$ cat src/rtl/hirq_pkg.sv
package hirq_pkg;

   // decoded clearing causes, one bit per host access kind
   typedef struct packed {
      logic stat_rd;
      logic cmd_wr;
      logic srst;
   } hirq_clr_t;

   localparam int unsigned HIRQ_CTL_W = 8;

endpackage

$ cat src/rtl/hirq_evt.sv
module hirq_evt #(
   parameter int unsigned CNT_W = 2
) (
   input  logic clk,
   input  logic rst_n,
   input  logic ev_op_done,
   input  logic ev_rd_blk,
   input  logic ev_wr_blk,
   input  logic cmd_start,
   output logic set_o
);

   localparam logic [CNT_W-1:0] CNT_MAX = {CNT_W{1'b1}};

   initial begin
      assert (CNT_W >= 1) else $error("hirq_evt: CNT_W must be at least 1");
   end

   logic [CNT_W-1:0] blk_cnt_q;
   logic             first_blk;

   assign first_blk = (blk_cnt_q == '0);

   always_ff @(posedge clk or negedge rst_n) begin
      if (!rst_n) begin
         blk_cnt_q <= '0;
      end else if (cmd_start) begin
         blk_cnt_q <= '0;
      end else if (ev_wr_blk && (blk_cnt_q != CNT_MAX)) begin
         blk_cnt_q <= blk_cnt_q + 1'b1;
      end
   end

   assign set_o = ev_op_done | ev_rd_blk | (ev_wr_blk & ~first_blk);

endmodule

$ cat src/rtl/hirq_clr.sv
module hirq_clr
   import hirq_pkg::*;
#(
   parameter int unsigned SRST_BIT = 2,
   parameter int unsigned NIEN_BIT = 1
) (
   input  logic                  host_stat_rd,
   input  logic                  host_cmd_wr,
   input  logic                  host_ctl_wr,
   input  logic [HIRQ_CTL_W-1:0] host_ctl_wdata,
   input  logic                  bsy,
   input  logic                  drq,
   output logic                  clr_o,
   output logic                  mask_we,
   output logic                  mask_d
);

   initial begin
      assert (SRST_BIT < HIRQ_CTL_W && NIEN_BIT < HIRQ_CTL_W)
         else $error("hirq_clr: control bit index out of range");
      assert (SRST_BIT != NIEN_BIT)
         else $error("hirq_clr: control bits must differ");
   end

   hirq_clr_t cause;
   logic      unused_ctl;

   always_comb begin
      cause.stat_rd = host_stat_rd & ~bsy;
      cause.cmd_wr  = host_cmd_wr & ~bsy & ~drq;
      cause.srst    = host_ctl_wr & host_ctl_wdata[SRST_BIT];
   end

   assign clr_o      = |cause;
   assign mask_we    = host_ctl_wr;
   assign mask_d     = host_ctl_wdata[NIEN_BIT];
   assign unused_ctl = ^host_ctl_wdata;

endmodule

$ cat src/rtl/hirq_flag.sv
module hirq_flag (
   input  logic clk,
   input  logic rst_n,
   input  logic set_i,
   input  logic clr_i,
   input  logic mask_we,
   input  logic mask_d,
   output logic pend_q,
   output logic mask_q
);

   always_ff @(posedge clk or negedge rst_n) begin
      if (!rst_n) begin
         pend_q <= 1'b0;
      end else if (set_i) begin
         pend_q <= 1'b1;
      end else if (clr_i) begin
         pend_q <= 1'b0;
      end
   end

   always_ff @(posedge clk or negedge rst_n) begin
      if (!rst_n) begin
         mask_q <= 1'b0;
      end else if (mask_we) begin
         mask_q <= mask_d;
      end
   end

endmodule

$ cat src/rtl/hirq_drv.sv
module hirq_drv #(
   parameter bit OUT_REG = 1'b0
) (
   input  logic clk,
   input  logic rst_n,
   input  logic pend_i,
   input  logic mask_i,
   input  logic active_low,
   output logic irq_o
);

   logic req;

   assign req = pend_i & ~mask_i;

   generate
      if (OUT_REG) begin : g_reg
         logic req_q;
         always_ff @(posedge clk or negedge rst_n) begin
            if (!rst_n) begin
               req_q <= 1'b0;
            end else begin
               req_q <= req;
            end
         end
         assign irq_o = req_q ^ active_low;
      end else begin : g_comb
         assign irq_o = req ^ active_low;
      end
   endgenerate

endmodule

$ cat src/rtl/hirq_ctrl.sv
module hirq_ctrl
   import hirq_pkg::*;
#(
   parameter int unsigned CNT_W    = 2,
   parameter int unsigned SRST_BIT = 2,
   parameter int unsigned NIEN_BIT = 1,
   parameter bit          OUT_REG  = 1'b0
) (
   input  logic                  clk,
   input  logic                  rst_n,
   input  logic                  ev_op_done,
   input  logic                  ev_rd_blk,
   input  logic                  ev_wr_blk,
   input  logic                  host_stat_rd,
   input  logic                  host_cmd_wr,
   input  logic                  host_ctl_wr,
   input  logic [HIRQ_CTL_W-1:0] host_ctl_wdata,
   input  logic                  bsy,
   input  logic                  drq,
   input  logic                  cfg_active_low,
   output logic                  irq_out
);

   logic set_s;
   logic clr_s;
   logic mask_we_s;
   logic mask_d_s;
   logic pend_q;
   logic mask_q;

   hirq_evt #(.CNT_W(CNT_W)) u_evt (
      .clk        (clk),
      .rst_n      (rst_n),
      .ev_op_done (ev_op_done),
      .ev_rd_blk  (ev_rd_blk),
      .ev_wr_blk  (ev_wr_blk),
      .cmd_start  (host_cmd_wr),
      .set_o      (set_s)
   );

   hirq_clr #(.SRST_BIT(SRST_BIT), .NIEN_BIT(NIEN_BIT)) u_clr (
      .host_stat_rd   (host_stat_rd),
      .host_cmd_wr    (host_cmd_wr),
      .host_ctl_wr    (host_ctl_wr),
      .host_ctl_wdata (host_ctl_wdata),
      .bsy            (bsy),
      .drq            (drq),
      .clr_o          (clr_s),
      .mask_we        (mask_we_s),
      .mask_d         (mask_d_s)
   );

   hirq_flag u_flag (
      .clk     (clk),
      .rst_n   (rst_n),
      .set_i   (set_s),
      .clr_i   (clr_s),
      .mask_we (mask_we_s),
      .mask_d  (mask_d_s),
      .pend_q  (pend_q),
      .mask_q  (mask_q)
   );

   hirq_drv #(.OUT_REG(OUT_REG)) u_drv (
      .clk        (clk),
      .rst_n      (rst_n),
      .pend_i     (pend_q),
      .mask_i     (mask_q),
      .active_low (cfg_active_low),
      .irq_o      (irq_out)
   );

endmodule

$ cat config.mk
export PLATFORM = sky130hd
export DESIGN_NAME = hirq_ctrl
export DESIGN_NICKNAME = d
export VERILOG_FILES = /design/src/rtl/hirq_pkg.sv /design/src/rtl/hirq_evt.sv /design/src/rtl/hirq_clr.sv /design/src/rtl/hirq_flag.sv /design/src/rtl/hirq_drv.sv /design/src/rtl/hirq_ctrl.sv
export SDC_FILE = /design/constraint.sdc
export NUM_CORES = 1
export LEC_CHECK = 0
export BUFFER_PORTS_ARGS = -buffer_cell sky130_fd_sc_hd__buf_2
export CAP_MARGIN = 5
export CORE_AREA = 3 3 40 42
export CTS_CLUSTER_DIAMETER = 100
export DETAILED_ROUTE_END_ITERATION = 8
export DIE_AREA = 0 0 43 45
export SETUP_SLACK_MARGIN = 0.15
export SLEW_MARGIN = 20
export SYNTH_ARGS = -nofsm -noshare
export SYNTH_HDL_FRONTEND = slang
export SYNTH_SLANG_ARGS = --single-unit
$ cat constraint.sdc
create_clock -name clk -period 1.7 [get_ports clk]
set_clock_uncertainty 0.15 [all_clocks]
set_input_delay 0.425 -clock clk [delete_from_list [all_inputs] [get_ports clk]]
set_output_delay 0.425 -clock clk [all_outputs]
set_load 0.01 [all_outputs]
Word level (Yosys, flattened, before mapping)
Cells that the tools add are included.

Flip-flop bits (word level): 4. Bits of input ports: 19. Word-level logic and storage cells: 27.

Add/subtract/negate cells: 1. Eq/ne operators: 1. Muxes and demuxes: 4. Bitwise logic cells: 13. Reduce and logical (&&, ||, !) cells: 5.

Operators with widths (count): $and A1 B1 Y1 (6); $mux W2 (2); $not A1 Y1 (4); $reduce_bool A2 Y1 (2); $reduce_or A3 Y1 (1); $add A2 B1 Y2 const B (1); $logic_not A2 Y1 (1); $mux W1 (2); $ne A2 B2 Y1 const B (1); $or A1 B1 Y1 (2); $logic_and A1 B1 Y1 (1); $xor A1 B1 Y1 (1).

Longest topological paths before layout
Gate-level depths: netlist of run 1.

Depth after elaboration: 6. Mapped depth: 4. Depth with buffers taken out: 4.

Hierarchy
A second synthesis of run 1 with hierarchy kept.

Cell total of the unflattened synthesis: 27. Area total of the unflattened synthesis: 289.0 um^2.

By module, submodules not included: hirq_evt (instances 1, cells each 15, area each 147.6 um^2); hirq_flag (instances 1, cells each 5, area each 76.3 um^2); hirq_clr (instances 1, cells each 5, area each 35.0 um^2); hirq_drv (instances 1, cells each 2, area each 30.0 um^2).

Worst setup path before layout of run 1
No wires, ideal clock.

Path kind: reg2out. From: register u_flag.mask_q. To: output irq_out. Arrival time: 0.722 ns. Path slack: 0.403 ns. Stages on the path, launching flop included: 3. Cell sequence: dfrtp_1 > nand2b_1 > xnor2_1.

Cells in the longest elaborated chain, start to end: 3.

Ends and longest elaborated chain: start: declaration (RTL line hirq_flag.sv:9) `output logic mask_q`; start signal: assignment (RTL line hirq_flag.sv:26) `mask_q <= mask_d;`; $not A1 Y1 (RTL line hirq_drv.sv:14) `assign req = pend_i & ~mask_i;`; $and A1 B1 Y1 (RTL line hirq_drv.sv:14); $xor A1 B1 Y1 (RTL line hirq_drv.sv:28) `assign irq_o = req ^ active_low;`; end: declaration (RTL line hirq_ctrl.sv:21) `output logic irq_out`.

No other way between the ends.

Final worst setup path of run 1
Same ends and word-level chain as after synthesis.

==> results of run 1 <==
[critical path, delay by kind of cell (launching register included)]
kind | cells | cell delay [ns]
DFF | 1 | 0.38
and+or+nand+nor | 1 | 0.15
buffers and inverters | 1 | 0.15
xor gates and xnor gates | 1 | 0.13
[cells in the mapped netlist]
cell and number:
inv_1 3, o21bai_1 1, ha_1 2, nor2b_4 1, a31o_1 1, xnor2_1 2, dfrtp_1 4, o21ai_0 1
nor2b_1 1, nand2b_1 1, mux2_2 1, nor2_1 3, mux2i_1 1, nand2_1 1
[through the flow]
step | area [µm²] | hold WS (ns) | power (mW) | setup slack [ns]
floorplan | 238 | -0.0206 | 0.144 | 0.403
global placement | 322 | 0.0811 | 0.167 | 0.329
detailed placement | 322 | 0.0845 | 0.171 | 0.323
CTS | 362 | 0.224 | 0.296 | 0.0915
global route | 369 | 0.238 | 0.311 | 0.0298
finish | 369 | 0.231 | 0.291 | 0.0892
[registers in the layout, indices dropped and copies added, names as in the netlist]
name / count
u_flag.pend_q: 1
u_evt.blk_cnt_q: 2
u_flag.mask_q: 1
[cell type report]
class,instances,area (µm²)
clock buffer,3,22.5
fill,150,916
multi-input combinational,16,141
timing repair buffer,14,75.1
sequential,4,100
inverter,3,11.3
tap,15,18.8
[worst min path at each step]
stage	cells past startpoint	slack (ns)	startpoint	to
global placement	1	0.08	rst_n	u_evt.blk_cnt_q[1]$_DFFE_PN0P_
floorplan	0	-0.02	rst_n	u_evt.blk_cnt_q[0]$_DFFE_PN0P_
CTS	2	0.22	host_cmd_wr	u_evt.blk_cnt_q[1]$_DFFE_PN0P_
detailed placement	1	0.08	rst_n	u_flag.mask_q$_DFFE_PN0P_
finish	2	0.23	host_cmd_wr	u_evt.blk_cnt_q[1]$_DFFE_PN0P_
global route	2	0.24	host_cmd_wr	u_evt.blk_cnt_q[0]$_DFFE_PN0P_
[layer usage]
layer / routed length, µm / GRT usage, % / part of all wire [%]
met3: 64 / 3.19 / 12
met2: 265 / 7.49 / 51
met1: 186 / 6.08 / 36
met4: 0 / 3.61 / 0
met5: 0 / 0 / 0
[logic make-up (layout without fill, tap and decap cells)]
group | count (synthesis) | after routing | share of synthesized area [%]
AND/OR/NAND/NOR | 7 | 7 | 17.4
flip-flops | 4 | 4 | 42.1
AO/OA/AOI/OAI | 3 | 3 | 8.95
buffers and inverters | 3 | 20 | 4.74
adder cells (fa/ha/maj) | 2 | 2 | 10.5
XOR/XNOR | 2 | 2 | 7.37
multiplexers | 2 | 2 | 8.95
[power groups by stage]
stage	clock network, mW	registers, mW	logic, mW
final	0.113	0.112	0.0664
after global routing	0.124	0.113	0.0745
after CTS	0.120	0.112	0.0629
after detailed placement	0	0.112	0.0582
after global placement	0	0.112	0.0555
after floorplan	0	0.111	0.0333
[what timing repair did]
action / CTS / global route
hold buffers: 1 / 0
resized for setup: 1 / 1
endpoints found under the hold margin: 4 / 0
endpoints found under the setup margin: 1 / 1
==> metrics.txt, run 1 <==
outcome complete, no violations; Skew-Pair Late Insertion Delay 0.23 ns; total routed wirelength 517 µm; WL/cell around 9.4 µm; die area 0.00194 mm²; CP Capture Type output port; CTS Buffer Depth 2; crit path max fanout 2; fin crit share 94.8%; VDD IR-drop max 0.000262 V; Antenna Cells 0; Final GP Congestion a little over 0.6; Hold Violations, Final 0; CP max-delay cell dfrtp_1; Initial Util a little under a fifth; Int Power 0.223 mW; Pre-Repair DR Iteration Count 2; Final ANT Viol Nets 0; vias in the first global route 198; final setup vio count 0; Layout Utilization 28.7%; post-synthesis sequential area ratio 42.1%; Power Dens Cells 789 mW/mm²; r2r setup slk around 0.44 ns; Synth Cell Area 238 µm²; unrepaired setup endpoints after global routing yes; 1st-iter DRT viols 1; Net Sw Frac 23.5%; syn nets 44; Worst Path Required 1.12 ns; Area contributors post-synth dfrtp_1 42%, ha_1 11%, xnor2_1 7.4%; Core Region 0.00128 mm²; GR Overflow Total 0; Fmax about 620 MHz; Reg clk slew, reported paths about 0.030 ns; worst r2r dst u_evt.blk_cnt_q[1]$_DFFE_PN0P_; Pleak between 0.15 and 0.2 nW; synthesized instance count 23; Vert. Die Dim between 40 and 50 µm; Register-to-Register Path Depth 4; CP max stage delay between 0.3 and 0.4 ns; max-cap check violation count 0; IO Port Bufs 13; Switch Pwr 0.0685 mW; first-pass GRT wire length 752 µm; Setup TNS Final 0 ns; clock share of power approximately two fifths; most common cell after layout, fill and taps aside buf_2; die width around 43 µm; flops & latches, synth 4; cells along the critical path nand2b_4, xnor2_2, buf_2; root buf cell clkbuf_4; initial antenna violation count 0; Startpoint Class flip-flop; gr usage total ~5.3%; largest area contributor in the netlist dfrtp_1; Post-CTS Setup Repair Bufs 0; via count 212; actual slew at the worst max-slew pin ~0.16 ns; CTS Buf Count 3; CP Data Arrival Time ~1.0 ns; Layout Cells excl Fill 55; Slew Limit Fails 0; largest net degree at the start of global routing 5; FF-to-FF Start u_evt.blk_cnt_q[0]$_DFFE_PN0P_; commonest cells after routing, fill and taps aside 13 x buf_2, 4 x dfrtp_1, 3 x inv_1, 3 x nor2_1, 3 x clkbuf_4; CTS tree built; CTS H-tree lvls 1; Slew Limit Headroom 89.4%; Yosys cell types 14; num ports 20; total clock sinks 4; Syn Area/Cell 10.3 µm²; drc violations 0; sequential share of power a little under two fifths; ratio of cells with drive above 1 in the final layout between 50% and 60%; crit path to irq_out; Row Count 13; Combinational Power Share 22.8%; yosys warns 0; WS Path Type flip-flop to output port; Area Growth Syn to Fin 55.3%; fin crit period 1.61 ns; Yosys top cell area share between 40 and 50%; Hold WC Path Type input port to flip-flop; final net count between 60 and 70; dpl cells 51; vias per inst 3.85; Worst setup startpoint u_flag.mask_q$_DFFE_PN0P_
Power figures use the tool's default switching activity.
==> run 2, diff against run 1 <==
--- a/config.mk
+++ b/config.mk
@@ -5,7 +5,7 @@
 export SDC_FILE = /design/constraint.sdc
 export NUM_CORES = 1
 export LEC_CHECK = 0
-export BUFFER_PORTS_ARGS = -buffer_cell sky130_fd_sc_hd__buf_2
+export BUFFER_PORTS_ARGS = -buffer_cell sky130_fd_sc_hd__clkbuf_2
 export CAP_MARGIN = 5
 export CORE_AREA = 3 3 40 42
 export CTS_CLUSTER_DIAMETER = 100
==> run 2 against run 1 <==
Maximum frequency increased by 1.8%. Critical path type unchanged. Sequential power about the same. Critical path depth unchanged. Wire length decreased by 11%. First-iteration DRC count unchanged. Worst hold slack improved by 0.0088 ns. Global-route usage decreased by 0.084 points. Sequential share of layout area unchanged.
==> metrics.txt, run 2 (synthesized netlist as in run 1, its figures left out) <==
outcome complete, no violations; vias per inst 3.75 (-2.8%); num ports 20 (unchanged); CP max stage delay 0.37 ns (about the same); die width 43 µm (unchanged); fin crit period 1.58 ns (-0.0282 ns); CP Data Arrival Time 1.01 ns (-0.03 ns); # fillers 146 (-2.7%); actual slew at the worst max-slew pin 0.170 ns (+0.0118 ns); CTS H-tree lvls 1 (unchanged); initial antenna violation count 0 (unchanged); Final ANT Viol Nets 0 (unchanged); CP Capture Type output port; unrepaired setup endpoints after global routing yes; max FFs per register 2 (unchanged); Slew Limit Fails 0 (unchanged); Slew Limit Headroom 88.6% (-0.79 points); Biggest register u_evt.blk_cnt_q; Hold WC Path Type input port to flip-flop; max-cap check violation count 0 (unchanged); Min Hold Slack 0.240 ns (+0.00882 ns); final net count 63 (unchanged); Pleak 0.199 nW (+1.3%); via count 206 (-2.8%); Buf/Inv on CP 1 (unchanged); Final GP Congestion 0.624 (+0.22%); Startpoint Class flip-flop; VDD IR-drop max 0.000263 V (+0.24%); Vert. Die Dim 45 µm (unchanged); Hold Violations, Final 0 (unchanged); Initial Util 18.5% (unchanged); top flop regs u_evt.blk_cnt_q (2), u_flag.mask_q (1), u_flag.pend_q (1); largest net degree at the start of global routing 5 (unchanged); CTS Buf Count 3 (unchanged); Area Growth Syn to Fin 55.3% (unchanged); root buf cell clkbuf_4; Skew-Pair Late Insertion Delay 0.23 ns (about the same); cells along the critical path nand2b_4, xnor2_2, buf_2; Worst Path Required 1.12 ns (about the same); total routed wirelength 458 µm (-11%); drc violations 0 (unchanged); CP max-delay cell dfrtp_1; HPWL Detailed roughly 410 µm; ratio of cells with drive above 1 in the final layout 50.0% (unchanged); crit path max fanout 2 (unchanged); placed cell areas 322 µm² (unchanged); gr usage total 5.26% (-0.084 points); Antenna Cells 0 (unchanged); Layout Utilization 28.7% (unchanged); Fmax 632 MHz (+1.8%); Post-CTS Setup Repair Bufs 0 (unchanged); Pre-Repair DR Iteration Count 2 (unchanged); CTS tree built; Design Power 0.289 mW (-0.92%); most common cell after layout, fill and taps aside clkbuf_2; fin area 369 µm² (unchanged); Reg clk slew, reported paths 0.03 ns (about the same); Top delay family on crit path flip-flops; Power Dens Cells 782 mW/mm² (-0.92%); IO Port Bufs 13 (unchanged); die area 0.00194 mm² (unchanged); first-pass GRT wire length 724 µm (-3.7%); vias in the first global route 203 (+2.5%); fin crit share 93.1% (-1.7 points); WL/cell 8.33 µm (-11%); final setup vio count 0 (unchanged); 1st-iter DRT viols 1 (unchanged); Setup TNS Final 0 ns (unchanged); total clock sinks 4 (unchanged); Core Region 0.00128 mm² (unchanged); Row Count 13 (unchanged); commonest cells after routing, fill and taps aside 12 x clkbuf_2, 4 x dfrtp_1, 3 x inv_1, 3 x nor2_1, 3 x clkbuf_4; GR Overflow Total 0 (unchanged); CTS Buffer Depth 2 (unchanged); WS Path Type flip-flop to output port
==> run 2: cell count changes in the layout (fill, tap and decap cells not counted) <==
cell	delta
buf_2	-12
clkbuf_2	+12
==> run 2: final cells by class <==
class                   count  area (µm²)  area share [%]
multi-input cells          16         141            38.3
flip-flops and latches      4         100            27.1
repair buffers             14        75.1            20.3
clock buffers               3        22.5            6.10
well taps                  15        18.8            5.08
inverters                   3        11.3            3.05
==> run 2: per-stage QoR <==
stage                     std cells  setup WS (ns)
after floorplan                  23          0.403
after CTS                        55         0.0937
final                            55          0.117
after global routing             55         0.0729
after detailed placement         51          0.321
after global placement           51          0.332
==> run 2: timing repair <==
action	in CTS	in global routing
hold endpoints to repair	4	0
gates resized for setup	2	1
setup endpoints to repair	1	1
hold buffers	1	0
==> run 2: where the power goes <==
group / total, mW / switching, mW / internal [mW]
combinational: 0.0645 / 0.0253 / 0.0391
clock: 0.112 / 0.0337 / 0.0786
sequential: 0.112 / 0.00714 / 0.105
total: 0.289 / 0.0661 / 0.222
==> run 2: path summary, 6_finish.rpt <==
| kind | start | to | slack (ns) | cells past startpoint |
|---|---|---|---|---|
| max in group asynchronous | rst_n | u_flag.mask_q$_DFFE_PN0P_ | 0.90 | 2 |
| setup reg to reg | u_evt.blk_cnt_q[0]$_DFFE_PN0P_ | u_evt.blk_cnt_q[1]$_DFFE_PN0P_ | 0.44 | 4 |
| hold / removal | host_cmd_wr | u_evt.blk_cnt_q[0]$_DFFE_PN0P_ | 0.24 | 2 |
| hold reg to reg | u_flag.mask_q$_DFFE_PN0P_ | u_flag.mask_q$_DFFE_PN0P_ | 0.39 | 1 |
| setup / recovery | u_flag.mask_q$_DFFE_PN0P_ | irq_out | 0.12 | 3 |
| min in group asynchronous | rst_n | u_evt.blk_cnt_q[0]$_DFFE_PN0P_ | 0.38 | 2 |
==> run 2: per-layer routing <==
metal | GRT usage (%) | wire, µm
met1 | 5.35 | 198
met2 | 8.68 | 205
met3 | 2.39 | 54
met4 | 3.61 | 0
met5 | 0 | 0
